[config.mk]
export PLATFORM = sky130hd
export DESIGN_NAME = uart_fifo_regs
export DESIGN_NICKNAME = d
export VERILOG_FILES = /design/src/rtl/uart_fifo_pkg.sv /design/src/rtl/uart_byte_fifo.sv /design/src/rtl/uart_fifo_csr.sv /design/src/rtl/uart_fifo_regs.sv
export SDC_FILE = /design/constraint.sdc
export NUM_CORES = 1
export LEC_CHECK = 0
export ABC_AREA = 0
export BUFFER_PORTS_ARGS = -buffer_cell sky130_fd_sc_hd__buf_2
export CELL_PAD_IN_SITES_DETAIL_PLACEMENT = 1
export CELL_PAD_IN_SITES_GLOBAL_PLACEMENT = 2
export CORE_MARGIN = 4
export CORE_UTILIZATION = 47
export CTS_BUF_LIST = sky130_fd_sc_hd__clkbuf_16
export DETAILED_ROUTE_END_ITERATION = 8
export PLACE_DENSITY_LB_ADDON = 0.1
export SLEW_MARGIN = 20
export SYNTH_ARGS = -nofsm -noshare
export SYNTH_HDL_FRONTEND = slang
export SYNTH_SLANG_ARGS = --single-unit
[constraint.sdc]
create_clock -name clk -period 4 [get_ports clk]
set_input_delay 0.6 -clock clk [delete_from_list [all_inputs] [get_ports clk]]
set_output_delay 0.6 -clock clk [all_outputs]
set_load 0.05 [all_outputs]
[src/rtl/uart_fifo_pkg.sv]
package uart_fifo_pkg;

  typedef enum logic [2:0] {
    A_SIZE   = 3'd0,
    A_CTRL   = 3'd1,
    A_STAT   = 3'd2,
    A_TXMARK = 3'd3,
    A_TXCNT  = 3'd4,
    A_RXMARK = 3'd5,
    A_RXCNT  = 3'd6,
    A_DATA   = 3'd7
  } reg_addr_e;

  // size/enable register
  localparam int B_TXEN = 7;
  localparam int B_RXEN = 3;
  // control register
  localparam int B_TXFLUSH = 7;
  localparam int B_RXFLUSH = 6;
  // status register
  localparam int B_TXEMPTY = 7;
  localparam int B_RXEMPTY = 6;
  localparam int B_RXOVF   = 2;
  localparam int B_TXOVF   = 1;
  localparam int B_RXUNF   = 0;

endpackage

[src/rtl/uart_byte_fifo.sv]
module uart_byte_fifo #(
  parameter  int DEPTH_CODE = 2,
  parameter  int W          = 8,
  localparam int CW         = DEPTH_CODE + 2
) (
  input  logic          clk,
  input  logic          rst_n,
  input  logic          flush,
  input  logic          single,
  input  logic          push,
  input  logic [W-1:0]  push_data,
  input  logic          pop,
  output logic [W-1:0]  head,
  output logic [W-1:0]  last,
  output logic [CW-1:0] count,
  output logic          empty,
  output logic          full,
  output logic          push_drop,
  output logic          pop_miss
);

  localparam int DEPTH = 2 ** (DEPTH_CODE + 1);
  localparam int AW    = DEPTH_CODE + 1;

  logic [W-1:0]  mem [DEPTH];
  logic [AW-1:0] wptr_q, wptr_d;
  logic [AW-1:0] rptr_q, rptr_d;
  logic [CW-1:0] cnt_q, cnt_d;
  logic [W-1:0]  last_q;
  logic [CW-1:0] cap;
  logic          push_ok, pop_ok;
  logic          ptr_en;

  assign cap     = single ? CW'(1) : CW'(DEPTH);
  assign empty   = (cnt_q == '0);
  assign full    = (cnt_q >= cap);
  assign push_ok = push & ~full  & ~flush;
  assign pop_ok  = pop  & ~empty & ~flush;
  assign push_drop = push & full  & ~flush;
  assign pop_miss  = pop  & empty & ~flush;
  assign ptr_en  = flush | push_ok | pop_ok;

  always_comb begin
    wptr_d = wptr_q;
    rptr_d = rptr_q;
    cnt_d  = cnt_q;
    if (flush) begin
      wptr_d = '0;
      rptr_d = '0;
      cnt_d  = '0;
    end else begin
      if (push_ok) wptr_d = wptr_q + AW'(1);
      if (pop_ok)  rptr_d = rptr_q + AW'(1);
      cnt_d = cnt_q + CW'(push_ok) - CW'(pop_ok);
    end
  end

  always_ff @(posedge clk or negedge rst_n) begin
    if (!rst_n) begin
      wptr_q <= '0;
      rptr_q <= '0;
      cnt_q  <= '0;
    end else if (ptr_en) begin
      wptr_q <= wptr_d;
      rptr_q <= rptr_d;
      cnt_q  <= cnt_d;
    end
  end

  always_ff @(posedge clk or negedge rst_n) begin
    if (!rst_n) begin
      last_q <= '0;
    end else if (pop_ok) begin
      last_q <= mem[rptr_q];
    end
  end

  always_ff @(posedge clk) begin
    if (push_ok) mem[wptr_q] <= push_data;
  end

  assign head  = mem[rptr_q];
  assign last  = last_q;
  assign count = cnt_q;

endmodule

[src/rtl/uart_fifo_csr.sv]
module uart_fifo_csr
  import uart_fifo_pkg::*;
#(
  parameter int TX_DEPTH_CODE = 2,
  parameter int RX_DEPTH_CODE = 1,
  parameter int TX_CW         = TX_DEPTH_CODE + 2,
  parameter int RX_CW         = RX_DEPTH_CODE + 2
) (
  input  logic             clk,
  input  logic             rst_n,
  input  logic             reg_wr,
  input  logic             reg_rd,
  input  logic [2:0]       reg_addr,
  input  logic [7:0]       reg_wdata,
  output logic [7:0]       reg_rdata,
  input  logic [TX_CW-1:0] tx_count,
  input  logic [RX_CW-1:0] rx_count,
  input  logic             tx_empty,
  input  logic             rx_empty,
  input  logic [7:0]       rx_head,
  input  logic [7:0]       rx_last,
  input  logic             tx_drop,
  input  logic             rx_drop,
  input  logic             rx_miss,
  output logic             tx_flush,
  output logic             rx_flush,
  output logic             tx_push,
  output logic             rx_pop,
  output logic             tx_fifo_en,
  output logic             rx_fifo_en,
  output logic [2:0]       stat_q,
  output logic             tx_req,
  output logic             rx_req,
  output logic             err_req
);

  logic       wr_size, wr_ctrl, wr_stat, wr_txm, wr_rxm;
  logic [1:0] en_q, en_d;
  logic [2:0] err_en_q, err_en_d;
  logic [7:0] txm_q, txm_d;
  logic [7:0] rxm_q, rxm_d;
  logic [2:0] stat_d, flag_set, flag_clr;
  logic       stat_en;
  logic [7:0] tx_cnt8, rx_cnt8;

  assign wr_size = reg_wr & (reg_addr == A_SIZE);
  assign wr_ctrl = reg_wr & (reg_addr == A_CTRL);
  assign wr_stat = reg_wr & (reg_addr == A_STAT);
  assign wr_txm  = reg_wr & (reg_addr == A_TXMARK);
  assign wr_rxm  = reg_wr & (reg_addr == A_RXMARK);

  assign tx_flush = wr_ctrl & reg_wdata[B_TXFLUSH];
  assign rx_flush = wr_ctrl & reg_wdata[B_RXFLUSH];
  assign tx_push  = reg_wr & (reg_addr == A_DATA);
  assign rx_pop   = reg_rd & (reg_addr == A_DATA);

  // next-state
  always_comb begin
    en_d     = {reg_wdata[B_TXEN], reg_wdata[B_RXEN]};
    err_en_d = reg_wdata[2:0];
    txm_d    = reg_wdata;
    rxm_d    = reg_wdata;
    flag_set = '0;
    flag_set[B_RXOVF] = rx_drop;
    flag_set[B_TXOVF] = tx_drop;
    flag_set[B_RXUNF] = rx_miss;
    flag_clr = wr_stat ? reg_wdata[2:0] : 3'b000;
    stat_d   = (stat_q & ~flag_clr) | flag_set;
    stat_en  = wr_stat | (|flag_set);
  end

  // registers
  always_ff @(posedge clk or negedge rst_n) begin
    if (!rst_n) begin
      en_q <= '0;
    end else if (wr_size) begin
      en_q <= en_d;
    end
  end

  always_ff @(posedge clk or negedge rst_n) begin
    if (!rst_n) begin
      err_en_q <= '0;
    end else if (wr_ctrl) begin
      err_en_q <= err_en_d;
    end
  end

  always_ff @(posedge clk or negedge rst_n) begin
    if (!rst_n) begin
      txm_q <= '0;
    end else if (wr_txm) begin
      txm_q <= txm_d;
    end
  end

  always_ff @(posedge clk or negedge rst_n) begin
    if (!rst_n) begin
      rxm_q <= '0;
    end else if (wr_rxm) begin
      rxm_q <= rxm_d;
    end
  end

  always_ff @(posedge clk or negedge rst_n) begin
    if (!rst_n) begin
      stat_q <= '0;
    end else if (stat_en) begin
      stat_q <= stat_d;
    end
  end

  assign tx_fifo_en = en_q[1];
  assign rx_fifo_en = en_q[0];
  assign tx_cnt8    = 8'(tx_count);
  assign rx_cnt8    = 8'(rx_count);

  assign tx_req  = (tx_cnt8 <= txm_q);
  assign rx_req  = (rx_cnt8 >  rxm_q);
  assign err_req = |(stat_q & err_en_q);

  // read mux
  always_comb begin
    reg_rdata = '0;
    case (reg_addr)
      A_SIZE: begin
        reg_rdata[B_TXEN] = en_q[1];
        reg_rdata[6:4]    = 3'(TX_DEPTH_CODE);
        reg_rdata[B_RXEN] = en_q[0];
        reg_rdata[2:0]    = 3'(RX_DEPTH_CODE);
      end
      A_CTRL:   reg_rdata[2:0] = err_en_q;
      A_STAT: begin
        reg_rdata[B_TXEMPTY] = tx_empty;
        reg_rdata[B_RXEMPTY] = rx_empty;
        reg_rdata[2:0]       = stat_q;
      end
      A_TXMARK: reg_rdata = txm_q;
      A_TXCNT:  reg_rdata = tx_cnt8;
      A_RXMARK: reg_rdata = rxm_q;
      A_RXCNT:  reg_rdata = rx_cnt8;
      A_DATA:   reg_rdata = rx_empty ? rx_last : rx_head;
      default:  reg_rdata = '0;
    endcase
  end

endmodule

[src/rtl/uart_fifo_regs.sv]
module uart_fifo_regs #(
  parameter  int TX_DEPTH_CODE = 2,
  parameter  int RX_DEPTH_CODE = 1,
  localparam int TX_CW         = TX_DEPTH_CODE + 2,
  localparam int RX_CW         = RX_DEPTH_CODE + 2
) (
  input  logic       clk,
  input  logic       rst_n,
  input  logic       reg_wr,
  input  logic       reg_rd,
  input  logic [2:0] reg_addr,
  input  logic [7:0] reg_wdata,
  output logic [7:0] reg_rdata,
  output logic       tx_valid,
  output logic [7:0] tx_byte,
  input  logic       tx_pop,
  input  logic       rx_push,
  input  logic [7:0] rx_byte,
  output logic       tx_req,
  output logic       rx_req,
  output logic       err_req
);

  logic [1:0]       rst_pipe_q;
  logic             rst_sync_n;
  logic [TX_CW-1:0] tx_count;
  logic [RX_CW-1:0] rx_count;
  logic             tx_empty, rx_empty, tx_full, rx_full;
  logic [7:0]       rx_head, rx_last, tx_last;
  logic             tx_drop, rx_drop, rx_miss, tx_miss, rx_drop_unused;
  logic             tx_flush, rx_flush, tx_push, rx_pop;
  logic             tx_fifo_en, rx_fifo_en;
  logic [2:0]       stat_q;
  logic             tx_unused;

  // asynchronous assert, synchronous release
  always_ff @(posedge clk or negedge rst_n) begin
    if (!rst_n) rst_pipe_q <= '0;
    else        rst_pipe_q <= {rst_pipe_q[0], 1'b1};
  end
  assign rst_sync_n = rst_pipe_q[1];

  uart_byte_fifo #(.DEPTH_CODE(TX_DEPTH_CODE), .W(8)) u_txq (
    .clk       (clk),
    .rst_n     (rst_sync_n),
    .flush     (tx_flush),
    .single    (~tx_fifo_en),
    .push      (tx_push),
    .push_data (reg_wdata),
    .pop       (tx_pop),
    .head      (tx_byte),
    .last      (tx_last),
    .count     (tx_count),
    .empty     (tx_empty),
    .full      (tx_full),
    .push_drop (tx_drop),
    .pop_miss  (tx_miss)
  );

  uart_byte_fifo #(.DEPTH_CODE(RX_DEPTH_CODE), .W(8)) u_rxq (
    .clk       (clk),
    .rst_n     (rst_sync_n),
    .flush     (rx_flush),
    .single    (~rx_fifo_en),
    .push      (rx_push),
    .push_data (rx_byte),
    .pop       (rx_pop),
    .head      (rx_head),
    .last      (rx_last),
    .count     (rx_count),
    .empty     (rx_empty),
    .full      (rx_full),
    .push_drop (rx_drop),
    .pop_miss  (rx_miss)
  );

  uart_fifo_csr #(
    .TX_DEPTH_CODE (TX_DEPTH_CODE),
    .RX_DEPTH_CODE (RX_DEPTH_CODE),
    .TX_CW         (TX_CW),
    .RX_CW         (RX_CW)
  ) u_csr (
    .clk        (clk),
    .rst_n      (rst_sync_n),
    .reg_wr     (reg_wr),
    .reg_rd     (reg_rd),
    .reg_addr   (reg_addr),
    .reg_wdata  (reg_wdata),
    .reg_rdata  (reg_rdata),
    .tx_count   (tx_count),
    .rx_count   (rx_count),
    .tx_empty   (tx_empty),
    .rx_empty   (rx_empty),
    .rx_head    (rx_head),
    .rx_last    (rx_last),
    .tx_drop    (tx_drop),
    .rx_drop    (rx_drop),
    .rx_miss    (rx_miss),
    .tx_flush   (tx_flush),
    .rx_flush   (rx_flush),
    .tx_push    (tx_push),
    .rx_pop     (rx_pop),
    .tx_fifo_en (tx_fifo_en),
    .rx_fifo_en (rx_fifo_en),
    .stat_q     (stat_q),
    .tx_req     (tx_req),
    .rx_req     (rx_req),
    .err_req    (err_req)
  );

  assign tx_valid       = ~tx_empty;
  assign tx_unused      = ^{tx_last, tx_miss, tx_full};
  assign rx_drop_unused = rx_full;

endmodule

---- After elaboration in Yosys (flattened, before gate mapping) ----
Memory sizes are Yosys's and may differ from the RTL's.
Index checks and enable logic that the tools add are counted.
operators by class
  magnitude comparators ................... 4
  bitwise gates (word level) .............. 38
  equality and inequality tests ........... 7
  mux-type cells .......................... 21
  add/subtract/negate cells ............... 8
  reduce and logical (&&, ||, !) cells .... 13
operators by type and width
  operator             count
  $pmux 3 s8           1
  $and 1x1->1          23
  $mux 3               7
  $pmux 3 s5           1
  $eq 3x3->1 const B   4
  $pmux 2 s5           1
  $gt 3x8->1           1
  $le 4x8->1           1
  $mux 2               4
  $mux 4               2
  $mux 8               1
  $reduce_and 2->1     4
  $reduce_bool 2->1    4
  $add 3x1->3 const B  2
  $and 3x3->3          2
  $eq 3x2->1 const B   2
  $logic_not 3->1      2
  $not 1->1            6
  $reduce_or 3->1      2
  $or 1x1->1           5
  $add 2x1->2 const B  2
  $add 4x1->4          1
  $ge 4x4->1           1
  $logic_not 4->1      1
  other kinds (8)      11
storage, ports and cells
  memories kept ........................... 2
  logic and storage cells ................. 106
  register bits ........................... 51
  RAM bits ................................ 96
  output and inout bits ................... 20
memories
  name       depth  width  rd ports  clocked after memory_dff  write ports  RTL line              RTL
  u_txq.mem  8      8      1         0                         1            uart_byte_fifo.sv:25  logic [W-1:0] mem [DEPTH];
  u_rxq.mem  4      8      1         0                         1            uart_byte_fifo.sv:25

---- Depth between registers and ports, before layout ----
  word-level depth ........................ 8
  depth in mapped cells ................... 13
  depth with buffers taken out ............ 12

---- Hierarchy ----
A second synthesis with hierarchy kept.
second synthesis, totals
  cell total of the unflattened synthesis .. 513
  area, all modules ....................... 7465.9 um^2
modules (own cells, without submodules)
  module                   sequential area each (um^2)  area an instance (um^2)  instances  cells each
  uart_byte_fifo at u_txq  2372.3                       3698.5                   1          228
  uart_byte_fifo at u_rxq  1336.3                       2018.2                   1          117
  uart_fifo_csr            600.6                        1684.1                   1          162
  uart_fifo_regs           50.0                         65.1                     1          6

---- Least setup slack after synthesis ----
OpenSTA, ideal clock, no wires.
  path kind ............................... register to output
  start ................................... reg u_rxq.cnt_q[1] (netlist: u_rxq.count[1])
  end ..................................... out rx_req
  arrival time ............................ 2.448 ns
  path slack .............................. 0.952 ns
  cell stages (with the launch flop) ...... 5
  buffers on the path ..................... 0
  path through ............................ dfrtp_1 > ha_1 > a21o_1 > a21oi_1 > nor4_1
on the way
  cells in the longest elaborated chain, start to end .. 1
RTL lines
  item                    RTL line              RTL
  from (decl)             uart_byte_fifo.sv:28  logic [CW-1:0] cnt_q, cnt_d;
  from (signal assigned)  uart_byte_fifo.sv:66  cnt_q <= cnt_d;
  $gt 3x8->1              uart_fifo_csr.sv:119  assign rx_req = (rx_cnt8 > rxm_q);
  to (decl)               uart_fifo_regs.sv:20  output logic rx_req,
Every way passes these cells.

---- Worst setup path after layout ----
  start ................................... reg u_txq.cnt_q[0] (netlist: u_txq.count[0])
  end ..................................... mem u_txq.mem[6][0] (enable)
on the way
  cells in the longest elaborated chain, start to end .. 6
RTL lines
  item                          RTL line              RTL
  from (decl)                   uart_byte_fifo.sv:28
  from (signal assigned)        uart_byte_fifo.sv:66
  $ge 4x4->1                    uart_byte_fifo.sv:36  assign full = (cnt_q >= cap);
  $not 1->1                     uart_byte_fifo.sv:37  assign push_ok = push & ~full & ~flush;
  $and 1x1->1 (2 in series)     uart_byte_fifo.sv:37
  $mux 1                        uart_byte_fifo.sv:79  if (push_ok) mem[wptr_q] <= push_data;
  $mux 1 (not written as such)  uart_byte_fifo.sv:79
  to (decl)                     uart_byte_fifo.sv:25
Every way passes these cells.

==> flow_metrics.env <==
export IMPL_io_pins=45
export IMPL_maxSlewViolCount=0
export IMPL_cp_end_kind="flip-flop"
export IMPL_clockBufferDepth=2
export IMPL_wl_per_cell_microns=21.9
export IMPL_syn_nets=524
export IMPL_yosysSeqAreaShare_pct=61.7
export IMPL_synth_area_leaders="edfxtp_1, dfrtp_1, mux4_2"
export IMPL_clk_pin_slew_ns=0.07
export IMPL_syn_area_per_cell_sq_um=14.3
export IMPL_port_buffers=44
export IMPL_route_met2_wl_mm=7.68
export IMPL_overflow=0
export IMPL_die_area_sq_um=16300
export IMPL_leakage_nw=3.10
export IMPL_fmax_mhz=320
export IMPL_topRoutingLayerUsed="met4"
export IMPL_die_x_microns=128
export IMPL_synth_common_cells="edfxtp_1, nand2_1, dfrtp_1, mux2_2, inv_1"
export IMPL_cp_cell_sequence="inv_1, ha_1, or4b_1, a211o_1, inv_2, nand2b_1, nor2_1"
export IMPL_synth_seq_cells=147
export IMPL_met1_length_mm=7.09
export IMPL_drive_above_1_share_pct=27.9
export IMPL_syn_to_final_growth_pct=15.6
export IMPL_vias=4036
export IMPL_vias_per_cell=5.65
export IMPL_dr_pass1_iters=4
export IMPL_fin_skew_ns=0.00848
export IMPL_hold_path_class="flip-flop to flip-flop"
export IMPL_core_sq_um=14000
export IMPL_ir_worst_vdd_mv=0.337
export IMPL_regArea_sq_um=4160
export IMPL_grt_total_usage_pct=20.7
export IMPL_critPathMaxStageDelay_ns=0.64
export IMPL_cts_root_buf="clkbuf_16"
export IMPL_synth_top_area_share_pct=42.7
export IMPL_tns_ns=0
export IMPL_seq_power_share_pct=38.4
export IMPL_final_nets=572
export IMPL_dr_first_iter_drc_count=318
export IMPL_antenna_found_initial=0
export IMPL_cts_tree="yes"
export IMPL_synth_edf_count=96
export IMPL_min_period_over_period_pct=78.2
export IMPL_drc=0
export IMPL_synth_top_cell_by_area="edfxtp_1"
export IMPL_diodes=0
export IMPL_worstPathRequired_ns=4.05
export IMPL_outcome="finished clean"
export IMPL_hpwl_mm=11.0
export IMPL_async_flop_share_pct=34.7
export IMPL_synth_area_sq_um=6750
export IMPL_fin_crit_ns=3.13
export IMPL_p_comb_share_pct=30.8
export IMPL_r2r_slack_ns=0.87
export IMPL_yosysMostFrequentCell="edfxtp_1"
export IMPL_setup_viol=0
export IMPL_rsz0062_at_grt="false"
export IMPL_routed_wl_mm=15.6
export IMPL_post_synth_num_cell_types=59
export IMPL_maxCapViolations=0
export IMPL_gp_congestion=0.818
export IMPL_rows=43
export IMPL_critical_path_class="flip-flop to flip-flop"
export IMPL_maxSlewHeadroom_pct=44.8
export IMPL_final_hold_viol_count=0
export IMPL_worst_path_max_delay_cell="nor2_1"
export IMPL_setup_worst_path_start_class="flip-flop"
export IMPL_yosys_warnings=0
export IMPL_die_h_microns=128
export IMPL_initial_core_util_pct=48.2
export IMPL_ys_flop_type="edfxtp_1"
export IMPL_clk_latency_ns=0.42
export IMPL_intPower_mw=3.59
export IMPL_netlist_instances=473
export IMPL_finalPower_mw=5.53
export IMPL_p_sw_share_pct=35.1
export IMPL_grt_start_max_net_pins=50
export IMPL_power_density_nw_per_um2=709
export IMPL_antenna_left=0
export IMPL_cts_buffers=17
export IMPL_p_clk_share_pct=30.8
export IMPL_htreeDepth=4
export IMPL_grt_pass1_wl_mm=25.4
export IMPL_n_fill_cell=1344
export IMPL_cts_num_sinks=147
export IMPL_wl_met3_microns=584
export IMPL_cp_data_arrival_time_ns=3.17
export IMPL_grt_pass1_vias=4421
export IMPL_cp_max_fo=11
export IMPL_power_switching_mw=1.94
export IMPL_worstMarginPinSlew_ns=0.828
export IMPL_multiInputGateArea_sq_um=2370
-- timing repair --
| item | CTS | global route |
|---|---|---|
| buffers inserted | 0 | 0 |
| endpoints found under the hold margin | 2 | 0 |
| resized for setup | 0 | 0 |
| hold buffers | 1 | 0 |
-- power by group through the flow --
stage	clock network [mW]	logic, mW	registers (mW)
4_1_cts	1.74	1.73	2.13
6_report	1.70	1.70	2.12
3_5_place_dp	0	1.72	2.15
3_3_place_gp	0	1.67	2.15
2_1_floorplan	0	1.40	2.01
5_1_grt	1.82	1.89	2.16
-- layout make-up --
cell class                 instances  area share (%)
sequential                       147            53.4
multi-input combinational        273            30.4
clock buffer                      17            5.46
timing repair buffer              55            3.92
tap                              180            2.89
clock inverter                    15            2.65
inverter                          27            1.30
-- layout by cell type, fill, tap and decap left out, types with 4 or more instances in the layout --
master / instances
and3_1: 9
ha_1: 24
nand2_1: 55
mux4_2: 24
nand3_1: 8
edfxtp_1: 96
nor2b_1: 7
clkbuf_16: 17
inv_1: 25
nor2_1: 11
inv_6: 5
a22oi_1: 5
nor3_1: 5
xnor2_1: 6
a21oi_1: 10
inv_8: 5
mux2_2: 30
buf_4: 10
mux2i_1: 5
and2_1: 4
buf_2: 44
o21ai_0: 8
dfrtp_1: 50
-- registers in the layout (all words and copies together), names as in the netlist --
signal          flops
u_rxq.count         3
u_rxq.mem          32
u_txq.count         4
u_csr.txm_q         8
u_csr.err_en_q      3
u_txq.rptr_q        3
u_rxq.last          8
u_csr.en_q          2
rst_pipe_q          2
u_csr.rxm_q         8
u_csr.stat_q        3
u_rxq.rptr_q        2
u_rxq.wptr_q        2
u_txq.wptr_q        3
u_txq.mem          64
-- per-stage QoR --
step	utilization, %	cell area, sq um	hold slack [ns]	worst slack [ns]	std cells
after floorplan	-	6750	0.304	0.952	473
after global placement	51.2	7160	0.340	0.714	681
after detailed placement	51.2	7160	0.350	0.645	681
after CTS	55.7	7800	0.366	0.889	714
after global routing	55.7	7800	0.367	0.649	714
final	55.7	7800	0.366	0.874	714
-- routing by layer --
metal  vias up  track usage (%)
met4         0             7.05
li1       1872                -
met1      2071             27.7
met2        75             33.6
met5         -                0
met3        18             4.67
-- critical path: cells and delay by family, from the launching register on --
| kind | cells | cell delay (ns) |
|---|---|---|
| DFF | 1 | 0.43 |
| buffers and inverters | 2 | 0.34 |
| adders and majority gates | 1 | 0.29 |
| AOI/OAI and AO/OA | 1 | 0.37 |
| and+or+nand+nor | 3 | 1.31 |
-- cell families after synthesis --
| family | count (synthesis) | synth area share [%] |
|---|---|---|
| flops | 147 | 61.7 |
| simple gates | 120 | 9.03 |
| compound gates | 59 | 6.25 |
| mux | 59 | 13.8 |
| buf+inv | 53 | 3.15 |
| fa+ha+maj | 26 | 5.05 |
| xor+xnor | 8 | 1.04 |
| other cells | 1 | 0.0556 |
-- final timing paths --
kind / from / to / cells past startpoint
worst max-delay path: u_txq.count[0] / u_txq.mem[6][0] / 7
worst min-delay path: rst_pipe_q[0] / rst_pipe_q[1] / 0
worst max register to register: u_txq.count[0] / u_txq.mem[6][0] / 7
worst min register to register: rst_pipe_q[0] / rst_pipe_q[1] / 0
max in group asynchronous: rst_pipe_q[1] / u_csr.txm_q[2] / 1
min in group asynchronous: rst_pipe_q[1] / u_rxq.rptr_q[0] / 1
Note: power is estimated with default switching activity, not from simulation.
